### src/rtl/prog_table_reader.sv
module prog_table_reader #(
  parameter int AW        = 16,
  parameter int IW        = 8,
  parameter int DW        = 8,
  parameter int INT_LIMIT = 4096,
  parameter int EXT_WAIT  = 3
) (
  input  logic          clk,
  input  logic          rst_n,
  input  logic          start,
  input  logic          use_pc,
  input  logic [IW-1:0] acc_in,
  input  logic [AW-1:0] dptr,
  input  logic [AW-1:0] pc,
  input  logic [DW-1:0] int_data,
  input  logic [DW-1:0] ext_data,
  output logic [AW-1:0] pmem_addr,
  output logic          int_rd,
  output logic          ext_rd,
  output logic [DW-1:0] acc_wdata,
  output logic          done
);
  localparam int CW = (EXT_WAIT > 1) ? $clog2(EXT_WAIT) : 1;
  localparam logic [CW-1:0] LAST_WAIT = CW'(EXT_WAIT - 1);
  localparam logic [AW:0]   LIMIT     = (AW+1)'(INT_LIMIT);

  logic          busy;
  logic          ext_q;
  logic [CW-1:0] wait_q;
  logic [AW-1:0] addr_q;

  logic [AW-1:0] base;
  logic [AW-1:0] ea;
  logic          ea_ext;
  logic          last;

  assign base   = use_pc ? pc : dptr;
  assign ea     = base + {{(AW-IW){1'b0}}, acc_in};
  assign ea_ext = {1'b0, ea} >= LIMIT;
  assign last   = ~ext_q | (wait_q == LAST_WAIT);

  assign pmem_addr = addr_q;
  assign int_rd    = busy & ~ext_q;
  assign ext_rd    = busy & ext_q;

  always_ff @(posedge clk or negedge rst_n) begin
    if (!rst_n) begin
      busy      <= 1'b0;
      ext_q     <= 1'b0;
      wait_q    <= '0;
      addr_q    <= '0;
      acc_wdata <= '0;
      done      <= 1'b0;
    end else begin
      done <= 1'b0;
      if (!busy) begin
        if (start) begin
          busy   <= 1'b1;
          addr_q <= ea;
          ext_q  <= ea_ext;
          wait_q <= '0;
        end
      end else if (last) begin
        busy      <= 1'b0;
        done      <= 1'b1;
        acc_wdata <= ext_q ? ext_data : int_data;
      end else begin
        wait_q <= wait_q + 1'b1;
      end
    end
  end
endmodule

### config.mk
export PLATFORM = sky130hd
export DESIGN_NAME = prog_table_reader
export DESIGN_NICKNAME = d
export VERILOG_FILES = /design/src/rtl/prog_table_reader.sv
export SDC_FILE = /design/constraint.sdc
export NUM_CORES = 1
export LEC_CHECK = 0
export ABC_AREA = 1
export BUFFER_PORTS_ARGS = -buffer_cell sky130_fd_sc_hd__buf_4
export CAP_MARGIN = 20
export CORE_MARGIN = 1.5
export CORE_UTILIZATION = 35
export CTS_BUF_LIST = sky130_fd_sc_hd__clkbuf_16
export CTS_CLUSTER_DIAMETER = 150
export DETAILED_ROUTE_END_ITERATION = 7
export PLACE_DENSITY = 0.61
export SYNTH_ARGS = -nofsm -noshare
export SYNTH_HDL_FRONTEND = slang
export SYNTH_SLANG_ARGS = --single-unit
### constraint.sdc
create_clock -name clk -period 1.4 [get_ports clk]
set_clock_uncertainty 0.05 [all_clocks]
set_input_delay 0.14 -clock clk [delete_from_list [all_inputs] [get_ports clk]]
set_output_delay 0.14 -clock clk [all_outputs]
set_load 0.03 [all_outputs]
==> results of run 1 <==
==> cells in the mapped netlist, drive strengths merged <==
| cell | n | area, um2 |
|---|---|---|
| dfrtp | 29 | 726 |
| xnor2 | 5 | 43.8 |
| a21oi | 11 | 55.1 |
| nand3b | 3 | 26.3 |
| o21bai | 2 | 15.0 |
| o21ai | 15 | 75.1 |
| nor2 | 32 | 125 |
| fa | 1 | 20.0 |
| clkbuf | 2 | 7.51 |
| inv | 25 | 101 |
| nand2 | 111 | 457 |
| or2 | 2 | 12.5 |
| and2 | 1 | 6.26 |
| ha | 9 | 113 |
| buf | 6 | 57.6 |
| mux2i | 9 | 90.1 |
| a31oi | 4 | 25.0 |
| xor2 | 3 | 26.3 |
| nand3 | 12 | 65.1 |
==> timing repair <==
item / CTS / global route
pin swaps: 16 / 31
hold buffers: 1 / 0
resized for setup: 28 / 23
setup buffers: 10 / 5
endpoints found under the setup margin: 14 / 16
hold endpoints to repair: 29 / 0
==> per-layer routing <==
metal	part of all wire	vias to the layer above
met5	0	-
met4	0.016	0
met3	0.069	6
met2	0.48	76
met1	0.43	946
li1	-	1161
==> power breakdown <==
group	internal (mW)	switching (mW)	leakage [nW]	total, mW
registers	1.25	0.248	0.342	1.50
clock network	0.642	0.344	0.0748	0.986
logic	1.32	1.75	1.43	3.07
==> path summary, 6_finish.rpt <==
check                                                from                   endpoint  slack [ns]  depth (start not counted)
min in group asynchronous                           rst_n   pmem_addr[3]$_DFFE_PN0P_        0.28                          2
worst max register to register             busy$_DFF_PN0_   pmem_addr[2]$_DFFE_PN0P_        0.05                          5
max in group asynchronous                           rst_n          ext_q$_DFFE_PN0P_        0.72                          2
worst max-delay path                               use_pc          ext_q$_DFFE_PN0P_       -0.34                         17
worst min register to register  pmem_addr[11]$_DFFE_PN0P_  pmem_addr[11]$_DFFE_PN0P_        0.43                          2
worst min-delay path                          int_data[4]   acc_wdata[4]$_DFFE_PN0P_        0.11                          3
==> area by class of cell <==
cell class / instances / area (um2) / share of cell area
clock buffer: 5 / 125 / 0.0358
clock inverter: 3 / 13.8 / 0.00394
inverter: 25 / 109 / 0.0312
multi-input combinational: 220 / 1370 / 0.394
sequential: 29 / 727 / 0.208
tap: 72 / 90.1 / 0.0258
timing repair buffer: 135 / 1050 / 0.301
==> sequential cells by signal, indices dropped and copies added, names as in the netlist <==
signal	count
pmem_addr	16
busy	1
wait_q	2
acc_wdata	8
ext_q	1
done	1
==> logic make-up (layout without fill, tap and decap cells) <==
group | Yosys count | in the layout | synth area share
multiplexers | 9 | 9 | 0.0440
buffers and inverters | 33 | 168 | 0.0813
AND/OR/NAND/NOR | 161 | 161 | 0.338
AO/OA/AOI/OAI | 32 | 32 | 0.0831
XOR/XNOR | 8 | 8 | 0.0342
flip-flops | 29 | 29 | 0.355
adder cells (fa/ha/maj) | 10 | 10 | 0.0648
==> stage by stage <==
stage | hold WS (ns) | power (mW) | setup TNS, ns | worst slack (ns)
final | 0.114 | 5.55 | -2.78 | -0.336
after global routing | 0.121 | 5.92 | -4.12 | -0.452
after CTS | 0.116 | 5.51 | -2.13 | -0.274
after detailed placement | 0.0397 | 4.40 | -7.15 | -0.643
after global placement | 0.0319 | 4.36 | -6.48 | -0.618
after floorplan | -0.206 | 3.22 | -4.74 | -0.526
==> worst min-delay path, stage by stage <==
cell     delay (ns)
buf_4          0.08
mux2i_1        0.05
a21oi_1        0.12
==> impl_metrics.yaml, run 1 <==
global_route:
  grtUsageMet1: 0.206
  grt_util_met2: 0.306
  antenna_found_initial: 0
  grt_busiest_layer: "met2"
  grt_use_met3: 0.0377
  grt_first_pass_wirelength_mm: 8.75
  grt_max_degree: 30
  grt_usage: 0.176
  grt_overflow: 0
  grt_pass1_vias: 2037
timing:
  finalCritPeriodShare: 1.24
  fmax_mhz: 576
  relSlewSlack: 0.718
  finalCriticalPeriod_ns: 1.74
  setup_ws_ns: -0.336
  final_max_slew_viol_count: 0
  worst_pin_slew_ns: 0.423
  rsz0062_at_grt: "yes"
  hold_violations: 0
  finalSetupViolCount: 14
flow_run:
  timing.max_cap.violations: 0
clocking:
  worstSkewPairLatency_ns: 0.27
  cts_buffer_depth: 2
  clk_pin_slew_ns: 0.05
  tritoncts: "built"
  cts_root_buf: "clkbuf_16"
  cts_buffers: 5
  cts.sinks: 29
  cts.htree.levels: 2
cells_and_area:
  n_fill_cell: 521
  syn2layout_area_growth_pct: 70.5
  diodes: 0
  fin_util: 0.626
  instances_no_fill: 489
  final_cell_mix: "129 x buf_4, 88 x nand2_1, 28 x nor2_1, 28 x dfrtp_1, 21 x inv_1"
  nNetsFinal: 486
  drive_above_1_share: 0.477
  design_area_um2: 3490
  final_common_cell: "buf_4"
worst_setup_path:
  end_kind: "flip-flop"
  critPathKind: "primary input to flip-flop"
  crit_fanout: 7
  worst-path-buf-inv: 3
  crit_top_cell: "nand2_1"
  crit_path_cell_trace: "buf_12, clkinv_8, nand2_4, nand2_4, ha_4, inv_2, fa_2, o21bai_1, nand2_1, nand2_2, nand2_1, nand2_1, nand2_1, nor2_1, nand2_1, nand2_1, nand2_1"
  critPathArrivalTime_ns: 1.84
  critical-path-max-stage-delay_ns: 0.40
  critPathLaunchType: "primary input"
  cp_top_family: "simple AND/OR/NAND/NOR gates"
  crit_path_top_delay_cell: "fa_2"
  critPathRequiredTime_ns: 1.51
drt:
  vias_per_cell: 4.48
  finalWirelength_mm: 5.46
  drt_pass1_iterations: 4
  vias: 2189
  drtAntennaViolNets: 0
  drt_iter0_drc: 56
  wire_per_inst_um: 11.2
  drc: 0
place:
  place_area_um2: 3050
  hpwl_mm: 4.09
  io_buffers: 86
  dp_cells: 470
  finalWeightedCongestion: 0.823
synth:
  syn_nets: 352
  seq_area_frac_synth: 0.355
  avgSynthCellArea_um2: 7.26
  synth_area_um2: 2050
  syn_inst: 282
  ys_warn_count: 0
  synth.distinct_cells: 28
  synth-seq-cells: 29
floorplan:
  initial_utilization: 0.367
  die-area_um2: 6320
  ios: 87
  placeableCoreArea_um2: 5570
  num_rows: 27
  fp.dieH_um: 79.5
  die_width_um: 79.5
power_and_ir_drop:
  ir_drop_uv: 1040
  power-per-cell-area_nw_per_um2: 1590
  leakagePower_nw: 1.84
outcome:
  violations: "negative setup slack"
  status: "finished, violations left"
hold_path:
  hold_path.class: "primary input to flip-flop"
No activity file was read; power rests on OpenSTA's default activity.
==> run 2: changes to the inputs <==
ABC_AREA = not set   (was 1)
PLACE_DENSITY = 0.62   (was 0.61)
==> run 2 against run 1 <==
Compared with the run above:
- the flow still finishes with violations (negative setup slack)
- maximum frequency down 4.4%
- synthesized area down 5.0%
- die area down 4.8%
- largest power group unchanged
- via count down 12%
- register-to-register slack better by 0.02 ns
- global-route usage up 0.49 points
- critical path type unchanged
- highest routed layer unchanged
==> impl_metrics.yaml, run 2 <==
drt:
  wire_per_inst_um: 12.7
  vias_per_cell: 4.76
  drt_pass1_iterations: 4
  finalWirelength_mm: 5.11
  vias: 1924
  drt_iter0_drc: 57
  drtAntennaViolNets: 0
  drc: 0
place:
  place_area_um2: 3070
  finalWeightedCongestion: 0.842
  hpwl_mm: 4.03
  io_buffers: 86
  dp_cells: 389
timing:
  fmax_mhz: 551
  setup_ws_ns: -0.415
  final_max_slew_viol_count: 0
  rsz0062_at_grt: "yes"
  finalSetupViolCount: 13
  worst_pin_slew_ns: 0.363
  hold_ws_ns: 0.0256
  relSlewSlack: 0.758
  finalCriticalPeriod_ns: 1.82
  finalCritPeriodShare: 1.30
  fin_setup_tns_ns: -3.36
  hold_violations: 0
hold_path:
  hold_path.class: "primary input to flip-flop"
clocking:
  cts_buffer_depth: 2
  tritoncts: "built"
  cts_buffers: 5
  cts.sinks: 29
  worstSkewPairLatency_ns: 0.27
  clk_pin_slew_ns: 0.05
  cts_root_buf: "clkbuf_16"
  cts.htree.levels: 2
floorplan:
  fp.dieH_um: 77.6
  die-area_um2: 6020
  num_rows: 26
  initial_utilization: 0.371
  ios: 87
  placeableCoreArea_um2: 5240
  die_width_um: 77.6
cells_and_area:
  fin_util: 0.653
  seqCellArea_um2: 726
  drive_above_1_share: 0.548
  diodes: 0
  syn2layout_area_growth_pct: 75.8
  instances_no_fill: 404
  nNetsFinal: 404
  largest_register_ffs: 16
  final_common_cell: "buf_4"
  n_fill_cell: 428
  multi_input_area_um2: 1430
  final_cell_mix: "122 x buf_4, 29 x dfrtp_1, 25 x nand2_1"
  design_area_um2: 3420
synth:
  synth_top_area_share: 0.373
  yosysTopAreaCell: "dfrtp_1"
  syn_inst: 207
  avgSynthCellArea_um2: 9.40
  synth_edf_count: 0
  synth-seq-cells: 29
  seq_area_frac_synth: 0.373
  synth.top_cells.by_area: "dfrtp_1 37%, mux2i_1 8.2%, ha_1 5.8%"
  async_flop_share: 1.00
  ys_warn_count: 0
  synth_flop_cell: "dfrtp_1"
  yosysMostFrequentCell: "dfrtp_1"
  syn_nets: 277
  synth.distinct_cells: 40
  synth_commonest_cells: "29 x dfrtp_1, 26 x nand2_1, 19 x o21ai_0"
  synth_area_um2: 1950
worst_setup_path:
  worst-path-buf-inv: 2
  crit_path_cell_trace: "buf_12, mux2_4, ha_4, inv_2, fa_2, nand2b_4, a21oi_4, o211ai_1, xnor2_1, and2_1, a41oi_2"
  crit_fanout: 5
  critPathRequiredTime_ns: 1.48
  cp_top_family: "adder cells"
  r2r_slack_ns: 0.07
  rr_worst_depth: 6
  crit_start: "use_pc"
  critPathKind: "primary input to flip-flop"
  reg2reg_from: "wait_q[0]$_DFFE_PN0P_"
  endpoint: "ext_q$_DFFE_PN0P_"
  critical-path-max-stage-delay_ns: 0.34
  crit_path_top_delay_cell: "fa_2"
  r2r-end: "acc_wdata[6]$_DFFE_PN0P_"
  end_kind: "flip-flop"
  crit_cells: 11
  critPathArrivalTime_ns: 1.90
  critPathLaunchType: "primary input"
global_route:
  grt_first_pass_wirelength_mm: 8.78
  grt_pass1_vias: 1941
  antenna_found_initial: 0
  grt_overflow: 0
  grt_usage: 0.181
  grt_max_degree: 30
power_and_ir_drop:
  ir_drop_uv: 832
  leakagePower_nw: 1.67
  power-per-cell-area_nw_per_um2: 1560
outcome:
  violations: "negative setup slack"
  status: "finished, violations left"
flow_run:
  timing.max_cap.violations: 0
[run 2: worst register-to-register path: stages, from the launching register on]
cell	delay, ns
dfrtp_1	0.40
inv_2	0.07
ha_2	0.15
nand2b_4	0.14
and2_4	0.25
nor2_1	0.06
a21oi_1	0.14
[run 2: worst min-delay path by stage]
stage,startpoint,endpoint,slack [ns],depth (start not counted)
3_5_place_dp,rst_n,acc_wdata[1]$_DFFE_PN0P_,0.03,1
4_1_cts,start,wait_q[0]$_DFFE_PN0P_,0.02,2
6_report,start,wait_q[0]$_DFFE_PN0P_,0.03,2
5_1_grt,start,wait_q[0]$_DFFE_PN0P_,0.03,2
3_3_place_gp,rst_n,acc_wdata[1]$_DFFE_PN0P_,0.03,1
2_1_floorplan,rst_n,acc_wdata[0]$_DFFE_PN0P_,-0.21,0
[run 2: final cells by class]
class | count | share of cell area
Sequential cell | 29 | 0.212
Tap cell | 70 | 0.0256
Clock buffer | 5 | 0.0366
Clock inverter | 2 | 0.00219
Inverter | 7 | 0.00768
Multi-Input combinational cell | 163 | 0.419
Timing Repair Buffer | 128 | 0.297
[run 2: repair_timing]
action | CTS | global route
pin swaps | 26 | 15
setup buffers | 7 | 0
hold endpoints to repair | 29 | 0
endpoints found under the setup margin | 13 | 21
gates cloned | 1 | 0
resized for setup | 28 | 6
hold buffers | 1 | 0
[run 2: per-layer routing]
| metal | global-route usage | vias up | part of all wire |
|---|---|---|---|
| met2 | 0.302 | 73 | 0.46 |
| met5 | 0 | - | 0 |
| met1 | 0.230 | 857 | 0.46 |
| li1 | - | 988 | - |
| met3 | 0.0518 | 6 | 0.067 |
| met4 | 0.0436 | 0 | 0.011 |
[run 2: power by group]
group / internal, mW / switching [mW] / total, mW
registers: 1.23 / 0.258 / 1.49
logic: 1.27 / 1.62 / 2.90
clock network: 0.631 / 0.321 / 0.952
total: 3.13 / 2.20 / 5.34
[run 2: kinds of logic (layout without fill, tap and decap cells)]
logic type	after synthesis	after routing	share of synthesized area
flops	29	29	0.373
xor+xnor	16	16	0.0720
fa+ha+maj	10	10	0.0682
compound gates	56	56	0.181
simple gates	57	57	0.141
buf+inv	15	142	0.0341
mux	24	24	0.131
[run 2: per-stage QoR]
stage | worst slack, ns | total power, mW
final | -0.415 | 5.34
after global routing | -0.498 | 5.72
after CTS | -0.421 | 5.36
after detailed placement | -0.804 | 4.26
after global placement | -0.746 | 4.22
after floorplan | -0.751 | 3.20
